==> src/rtl/wwdg_pkg.sv <==
package wwdg_pkg;

  localparam int CNT_W = 7;

  typedef logic [CNT_W-1:0] count_t;

  localparam count_t CNT_INIT = '1;
  localparam count_t WIN_INIT = '1;

  typedef enum logic {
    SEL_CTRL = 1'b0,
    SEL_WIN  = 1'b1
  } reg_sel_e;

  typedef struct packed {
    logic expired;
    logic early;
    logic low_load;
  } fault_t;

  // top bit set means the count is still above the timeout point
  function automatic logic count_live(count_t c);
    return c[CNT_W-1];
  endfunction

  function automatic logic refresh_too_early(count_t c, count_t w);
    return c > w;
  endfunction

  function automatic count_t count_step(count_t c);
    return c - count_t'(1);
  endfunction

endpackage

==> src/rtl/wwdg_prescaler.sv <==
module wwdg_prescaler #(
  parameter int PRESCALE = 12288
) (
  input  logic clk,
  input  logic rst_n,
  input  logic run,
  input  logic restart,
  output logic tick
);

  localparam int PW = (PRESCALE > 1) ? $clog2(PRESCALE) : 1;
  localparam logic [PW-1:0] LAST = PW'(PRESCALE - 1);

  logic [PW-1:0] pcnt;

  always_ff @(posedge clk or negedge rst_n) begin
    if (!rst_n) begin
      pcnt <= '0;
    end else if (restart || !run) begin
      pcnt <= '0;
    end else if (pcnt == LAST) begin
      pcnt <= '0;
    end else begin
      pcnt <= pcnt + PW'(1);
    end
  end

  assign tick = run && (pcnt == LAST);

  generate
    if (PRESCALE > 1) begin : g_gap
      // ticks are never back to back when the period is longer than one clock
      assert_tick_gap_R4: assert property (@(posedge clk) disable iff (!rst_n)
        tick |=> !tick);
    end
  endgenerate

endmodule

==> src/rtl/wwdg_fault.sv <==
module wwdg_fault
  import wwdg_pkg::*;
(
  input  logic   armed,
  input  count_t cnt,
  input  count_t win,
  input  logic   ctrl_wr,
  input  logic   wr_arm,
  input  count_t wr_cnt,
  output fault_t causes,
  output logic   fault_any
);

  always_comb begin
    causes          = '0;
    causes.expired  = armed && !count_live(cnt);
    causes.early    = ctrl_wr && armed && refresh_too_early(cnt, win);
    causes.low_load = ctrl_wr && (armed || wr_arm) && !count_live(wr_cnt);
  end

  assign fault_any = causes.expired | causes.early | causes.low_load;

endmodule

==> src/rtl/wwdg_core.sv <==
module wwdg_core
  import wwdg_pkg::*;
(
  input  logic   clk,
  input  logic   rst_n,
  input  logic   fault,
  input  logic   ctrl_wr,
  input  logic   win_wr,
  input  logic   wr_arm,
  input  count_t wr_cnt,
  input  logic   opt_arm,
  input  logic   tick,
  output count_t cnt,
  output count_t win,
  output logic   armed
);

  always_ff @(posedge clk or negedge rst_n) begin
    if (!rst_n) begin
      cnt   <= CNT_INIT;
      win   <= WIN_INIT;
      armed <= 1'b0;
    end else if (fault) begin
      cnt   <= CNT_INIT;
      win   <= WIN_INIT;
      armed <= opt_arm;
    end else begin
      armed <= armed | opt_arm | (ctrl_wr & wr_arm);
      if (ctrl_wr) begin
        cnt <= wr_cnt;
      end else if (armed && tick) begin
        cnt <= count_step(cnt);
      end
      if (win_wr) begin
        win <= wr_cnt;
      end
    end
  end

  // arming is sticky until a fault
  assert_sticky_R3: assert property (@(posedge clk) disable iff (!rst_n)
    (armed && !fault) |=> armed);

  // one step per tick while armed
  assert_step_R4: assert property (@(posedge clk) disable iff (!rst_n)
    (armed && tick && !fault && !ctrl_wr) |=> (cnt == count_step($past(cnt))));

  // count frozen while disarmed
  assert_hold_R4: assert property (@(posedge clk) disable iff (!rst_n)
    (!armed && !ctrl_wr && !fault) |=> $stable(cnt));

  // window write lands
  assert_window_R10: assert property (@(posedge clk) disable iff (!rst_n)
    (win_wr && !fault) |=> (win == $past(wr_cnt)));

endmodule

==> src/rtl/win_watchdog.sv <==
module win_watchdog
  import wwdg_pkg::*;
#(
  parameter int PRESCALE = 12288
) (
  input  logic                 clk,
  input  logic                 rst_n,
  input  logic                 opt_arm,
  input  logic                 wr_en,
  input  logic                 wr_sel,
  input  logic [CNT_W:0]       wr_data,
  output logic [CNT_W-1:0]     count_o,
  output logic [CNT_W-1:0]     window_o,
  output logic                 armed_o,
  output logic                 reset_req_o
);

  reg_sel_e sel;
  logic     ctrl_wr;
  logic     win_wr;
  logic     wr_arm;
  count_t   wr_cnt;
  count_t   cnt;
  count_t   win;
  logic     armed;
  logic     tick;
  fault_t   causes;
  logic     fault_any;
  logic     req_q;

  assign sel     = reg_sel_e'(wr_sel);
  assign ctrl_wr = wr_en && (sel == SEL_CTRL);
  assign win_wr  = wr_en && (sel == SEL_WIN);
  assign wr_arm  = wr_data[CNT_W];
  assign wr_cnt  = wr_data[CNT_W-1:0];

  wwdg_prescaler #(.PRESCALE(PRESCALE)) u_presc (
    .clk     (clk),
    .rst_n   (rst_n),
    .run     (armed),
    .restart (ctrl_wr | fault_any),
    .tick    (tick)
  );

  wwdg_fault u_fault (
    .armed     (armed),
    .cnt       (cnt),
    .win       (win),
    .ctrl_wr   (ctrl_wr),
    .wr_arm    (wr_arm),
    .wr_cnt    (wr_cnt),
    .causes    (causes),
    .fault_any (fault_any)
  );

  wwdg_core u_core (
    .clk     (clk),
    .rst_n   (rst_n),
    .fault   (fault_any),
    .ctrl_wr (ctrl_wr),
    .win_wr  (win_wr),
    .wr_arm  (wr_arm),
    .wr_cnt  (wr_cnt),
    .opt_arm (opt_arm),
    .tick    (tick),
    .cnt     (cnt),
    .win     (win),
    .armed   (armed)
  );

  always_ff @(posedge clk or negedge rst_n) begin
    if (!rst_n) begin
      req_q <= 1'b0;
    end else begin
      req_q <= fault_any;
    end
  end

  assign count_o     = cnt;
  assign window_o    = win;
  assign armed_o     = armed;
  assign reset_req_o = req_q;

  // the request is a single clock wide
  assert_pulse_R9: assert property (@(posedge clk) disable iff (!rst_n)
    reset_req_o |=> !reset_req_o);

  // registers are back at start values while requesting
  assert_restore_R9: assert property (@(posedge clk) disable iff (!rst_n)
    reset_req_o |-> (count_o == CNT_INIT && window_o == WIN_INIT));

  // falling through the timeout point requests reset
  assert_expired_R5: assert property (@(posedge clk) disable iff (!rst_n)
    causes.expired |=> reset_req_o);

  // early service requests reset
  assert_early_R6: assert property (@(posedge clk) disable iff (!rst_n)
    causes.early |=> reset_req_o);

  // reload below the timeout point requests reset
  assert_low_R8: assert property (@(posedge clk) disable iff (!rst_n)
    causes.low_load |=> reset_req_o);

endmodule

==> config.mk <==
export PLATFORM = sky130hd
export DESIGN_NAME = win_watchdog
export DESIGN_NICKNAME = d
export VERILOG_FILES = /design/src/rtl/wwdg_pkg.sv /design/src/rtl/wwdg_prescaler.sv /design/src/rtl/wwdg_fault.sv /design/src/rtl/wwdg_core.sv /design/src/rtl/win_watchdog.sv
export SDC_FILE = /design/constraint.sdc
export NUM_CORES = 1
export LEC_CHECK = 0
export BUFFER_PORTS_ARGS = -buffer_cell sky130_fd_sc_hd__buf_2
export CAP_MARGIN = 10
export CORE_AREA = 8 8 64 66
export DETAILED_ROUTE_END_ITERATION = 12
export DIE_AREA = 0 0 72 74
export PLACE_DENSITY = 0.75
export SETUP_SLACK_MARGIN = 0.15
export SYNTH_ARGS = -nofsm -noshare
export SYNTH_HDL_FRONTEND = slang
export SYNTH_SLANG_ARGS = --single-unit
export TNS_END_PERCENT = 50
==> constraint.sdc <==
create_clock -name clk -period 6.4 [get_ports clk]
set_clock_uncertainty 0.15 [all_clocks]
set_input_delay 0.96 -clock clk [delete_from_list [all_inputs] [get_ports clk]]
set_output_delay 0.96 -clock clk [all_outputs]
set_load 0.01 [all_outputs]
# [Word level (Yosys, flattened, before mapping)]
# Index checks and enable logic that the tools add are counted.
[classes] add_sub_neg=2 order_cmp=1 eq_ne=1 muxes=8 n_bitwise=7 n_reduce_logical=16
[ops] op="$mux 7" n=5
[ops] op="$mux 14" n=2
[ops] op="$add 14x1->14 const B" n=1
[ops] op="$eq 14x14->1 const B" n=1
[ops] op="$logic_and 1x1->1" n=9
[ops] op="$gt 7x7->1" n=1
[ops] op="$sub 7x1->7 const B" n=1
[ops] op="$or 1x1->1" n=5
[ops] op="$logic_not 1->1" n=3
[ops] op="$reduce_bool 3->1" n=1
[ops] op="$logic_or 1x1->1" n=2
[ops] op="$reduce_bool 2->1" n=1
[ops] op="$and 1x1->1" n=1
[ops] op="$mux 1" n=1
[ops] op="$not 1->1" n=1
[word_totals] register_bits=30 input_bits=13 out_inout_bits=16 elab_cells=40

# [Longest topological paths before layout]
[depth] word_depth=9 mapped_depth=8

# [Modules after synthesis]
# From an unflattened synthesis, not the netlist that was laid out.
[hier_totals] hier_cells=178 hier_area_um2=1804.2
[by_module_without_submodules] mod="wwdg_core" instances=1 cells_each=75 area_each_um2=844.6 seq_area_each_um2=392.9
[by_module_without_submodules] mod="wwdg_prescaler" instances=1 cells_each=68 area_each_um2=704.4 seq_area_each_um2=350.3
[by_module_without_submodules] mod="wwdg_fault" instances=1 cells_each=31 area_each_um2=202.7 seq_area_each_um2=0.0
[by_module_without_submodules] mod="win_watchdog" instances=1 cells_each=4 area_each_um2=52.6 seq_area_each_um2=25.0

# [Worst setup path after synthesis]
# OpenSTA, ideal clock, no wires.
[synth_path] path_type="input to register" startpoint="input wr_sel" endpoint="register u_core.cnt[5]" setup_time_ns=0.094 arrival_time_ns=2.165 path_slack_ns=3.991 path_stages=6 cell_sequence="nand2b_1 clkbuf_1 nor2_1 a222oi_1 buf_4 o211ai_1"
[synth_via] elab_chain_cells=7
[synth_lines] element="start: declaration" line="win_watchdog.sv:10" text="input logic wr_sel,"
[synth_lines] element="$not 1->1 (*)" line="win_watchdog.sv:32" text="assign ctrl_wr = wr_en && (sel == SEL_CTRL);"
[synth_lines] element="$logic_and 1x1->1 (*)" line="win_watchdog.sv:32"
[synth_lines] element="$logic_and 1x1->1 (2 in series)" line="wwdg_fault.sv:17" text="causes.early = ctrl_wr && armed && refresh_too_early(cnt, win);"
[synth_lines] element="$or 1x1->1 (2 in series)" line="wwdg_fault.sv:21" text="assign fault_any = causes.expired | causes.early | causes.low_load;"
[synth_lines] element="$reduce_bool 3->1 (no line) or $mux 7 (tied branches)"
[synth_lines] element="end signal: assignment" line="wwdg_core.sv:30" text="cnt <= wr_cnt;"
[synth_lines] element="end signal: assignment" line="wwdg_core.sv:32" text="cnt <= count_step(cnt);"
[synth_lines] element="end: declaration" line="wwdg_core.sv:13" text="output count_t cnt,"
# Every way passes the cells marked *; elsewhere a longest branch is shown, timed or not.
# A chain may end at the register's enable or synchronous reset.

# [Worst setup path in the final report]
[layout_path] startpoint="register u_core.win[5]" endpoint="register u_core.win[5]"
[layout_via] elab_chain_cells=5
[layout_lines] element="start: declaration" line="wwdg_core.sv:14" text="output count_t win,"
[layout_lines] element="start signal: assignment" line="wwdg_core.sv:35" text="win <= wr_cnt;"
[layout_lines] element="$gt 7x7->1 (*)" line="wwdg_pkg.sv:27" text="return c > w;"
[layout_lines] element="$logic_and 1x1->1 (*)" line="wwdg_fault.sv:17"
[layout_lines] element="$or 1x1->1 (*) (2 in series)" line="wwdg_fault.sv:21"
[layout_lines] element="$mux 7 or $reduce_bool 2->1 (tied branches)"
# Marks and branches as above.

==> flow_metrics.tcl <==
set metrics [dict create \
    status "complete, no violations" \
    rsz0062_at_grt "no" \
    synth_cells 175 \
    fin_util 0.593 \
    fin_area_mm2 0.00189 \
    synth_common_cells "nor2_1 (27), dfrtp_1 (16), dfstp_2 (14), inv_1 (14), nand2_1 (13)" \
    synth_cell_types 34 \
    fillers 288 \
    clockBufferDepth 2 \
    drv_cap 0 \
    die_area_mm2 0.00533 \
    routedWlPerCell_um 14.4 \
    num_io_pins 29 \
    max_slew_margin 0.411 \
    cts_tree "built" \
    synth_largest_area_cell "dfrtp_1" \
    syn-cell-area_mm2 0.00164 \
    hold_path.class "flip-flop to flip-flop" \
    cts_setup_buffers 0 \
    drv_slew 0 \
    yosysWarnings 0 \
    fmax_mhz 402 \
    end_kind "flip-flop" \
    cp_top_family "compound AO/OA/AOI/OAI gates" \
    grt_pass1_wl_um 6070 \
    synth_edf_count 0 \
    synth_most_common_cell "nor2_1" \
    path_max_fanout 13 \
    rows 21 \
    power_w 0.000562 \
    gp_congestion 0.838 \
    path_buf_inv 2 \
    synth_top_area_frac 0.244 \
    setup_viol 0 \
    final-seq-area_um2 768 \
    synthesis.nets 197 \
    min_period_ns 2.49 \
    cts_made_buffers 5 \
    wirelength_um 3640 \
    antenna_left 0 \
    h-tree-depth 2 \
    crit_slowest_cell "dfstp_2" \
    drive_gt1_frac 0.256 \
    coreArea_mm2 0.00318 \
    power_leakage_nw 0.851 \
    tns_ns 0 \
    grtUsageTotal 0.147 \
    grt_pass1_vias 1371 \
    first_pass_iters 6 \
    clock_latency_ns 0.32 \
    crit_path_start_kind "flip-flop" \
    drc_errors 0 \
    yosysSeqAreaShare 0.467 \
    async_flop_share 1.00 \
    ys_seq_elements 30 \
    area_growth_syn_to_layout_pct 14.7 \
    synth.area.top_cells "dfrtp_1 (24%), dfstp_2 (22%), ha_1 (6.8%)" \
    path_class "flip-flop to flip-flop" \
    fin_crit_sh 0.389 \
    die_height_um 74 \
    dp_hpwl_um 2800 \
    routed_via_density 5.36 \
    final_cells 253 \
    nets 228 \
    hold_viol_final 0 \
    path_clk_slew_ns 0.09 \
    cp_cell_sequence "inv_1 > ha_1 > a21oi_1 > o21ai_0 > or3_1 > a222oi_1 > buf_4 > o211ai_1" \
    synthFlopType "dfrtp_1" \
    required_ns 6.48 \
    grt_start_max_net_pins 31 \
    worst_pin_slew_ns 0.881 \
    dpl_cell_area_mm2 0.00183 \
    portBuffers 28 \
    multiInputGateArea_um2 800 \
    num_vias 1355 \
    postCtsResizedCells 0 \
    clkSinkCount 30 \
    ctsHoldBuffers 0 \
    die_w_um 72 \
    grt_overflow 0 \
    diodes 0 \
    cp.arrival_ns 2.57 \
    antenna_found_initial 0 \
    cp_slowest_stage_delay_ns 0.54 \
    place_inst 245 \
    start_util 0.517 \
    powerDensity_mw_per_mm2 298 \
    cts-root-buf "clkbuf_4" \
    peakVddDrop_v 0.000112 \
    synth.avg_cell_area_um2 9.39 \
    first_iter_violations 83 \
]
==> through the flow <==
stage | hold WS, ns | worst slack, ns
5_1_grt | 0.410 | 3.68
3_5_place_dp | 0.339 | 3.73
6_report | 0.352 | 3.91
2_1_floorplan | 0.305 | 3.99
3_3_place_gp | 0.329 | 3.84
4_1_cts | 0.354 | 3.91
==> cell type report <==
type | instances | area share
Multi-Input combinational cell | 126 | 0.424
Sequential cell | 30 | 0.407
Timing Repair Buffer | 29 | 0.0783
Tap cell | 46 | 0.0305
Clock buffer | 7 | 0.0292
Inverter | 14 | 0.0279
Clock inverter | 1 | 0.00265
==> where the power goes <==
| part | leakage (nW) | internal [W] | switching, W | total, W |
|---|---|---|---|---|
| sequential | 0.363 | 0.000237 | 0.0000338 | 0.000271 |
| clock | 0.0353 | 0.0000531 | 0.0000613 | 0.000114 |
| combinational | 0.453 | 0.0000764 | 0.0000997 | 0.000176 |
| total | 0.851 | 0.000367 | 0.000195 | 0.000562 |
==> logic make-up (layout without fill, tap and decap cells) <==
| family | count (synthesis) | in the layout | synth area share |
|---|---|---|---|
| AOI/OAI and AO/OA | 26 | 26 | 0.110 |
| adders and majority gates | 9 | 9 | 0.0685 |
| xor gates and xnor gates | 17 | 17 | 0.0906 |
| and+or+nand+nor | 74 | 74 | 0.217 |
| buffers and inverters | 19 | 51 | 0.0464 |
| DFF | 30 | 30 | 0.467 |
==> cells in the final DEF (no fill, tap or decap), types with 2 or more instances in the layout <==
master,synthesis,final
a211oi_1,2,2
a21oi_1,4,4
buf_2,1,28
clkbuf_4,0,5
dfrtp_1,16,16
dfstp_2,14,14
ha_1,9,9
inv_1,14,14
nand2_1,13,13
nand3_1,9,9
nand3b_1,2,2
nand4_1,5,5
nor2_1,27,27
nor3_1,7,7
nor3b_1,2,2
nor4_1,2,2
o211ai_1,9,9
o21ai_0,5,5
xnor2_1,12,12
xor2_1,5,5
==> routing by layer <==
layer / wire length [um] / vias to the layer above / part of all wire / GRT usage
met5: 0 / - / 0 / 0
met1: 1540 / 627 / 0.42 / 0.161
met4: 120 / 0 / 0.033 / 0.0952
met3: 225 / 16 / 0.062 / 0.0391
li1: - / 666 / - / -
met2: 1750 / 46 / 0.48 / 0.249
==> worst reg2reg max path, delay by kind of cell, from the launching register on <==
kind / cells / cell delay (ns)
buffers and inverters: 2 / 0.33
flip-flops: 1 / 0.54
AO/OA/AOI/OAI: 4 / 0.74
AND/OR/NAND/NOR: 1 / 0.34
adder cells (fa/ha/maj): 1 / 0.31
==> worst paths after layout <==
kind                            depth (start not counted)                 startpoint  slack (ns)                        end
worst max-delay path                                    8  u_core.win[5]$_DFFE_PN1P_        3.91  u_core.win[5]$_DFFE_PN1P_
worst min-delay path                                    1  u_presc.pcnt[0]$_DFF_PN0_        0.35  u_presc.pcnt[0]$_DFF_PN0_
worst max register to register                          8  u_core.win[5]$_DFFE_PN1P_        3.91  u_core.win[5]$_DFFE_PN1P_
worst min register to register                          1  u_presc.pcnt[0]$_DFF_PN0_        0.35  u_presc.pcnt[0]$_DFF_PN0_
max in group asynchronous                               1                      rst_n        5.19     u_core.armed$_DFF_PN0_
min in group asynchronous                               1                      rst_n        0.50  u_presc.pcnt[7]$_DFF_PN0_
==> registers in the layout, indices dropped and copies added, names as in the netlist <==
register	cells
u_core.cnt	7
u_core.armed	1
u_core.win	7
u_presc.pcnt	14
reset_req_o	1
Note: power is estimated with default switching activity, not from simulation.
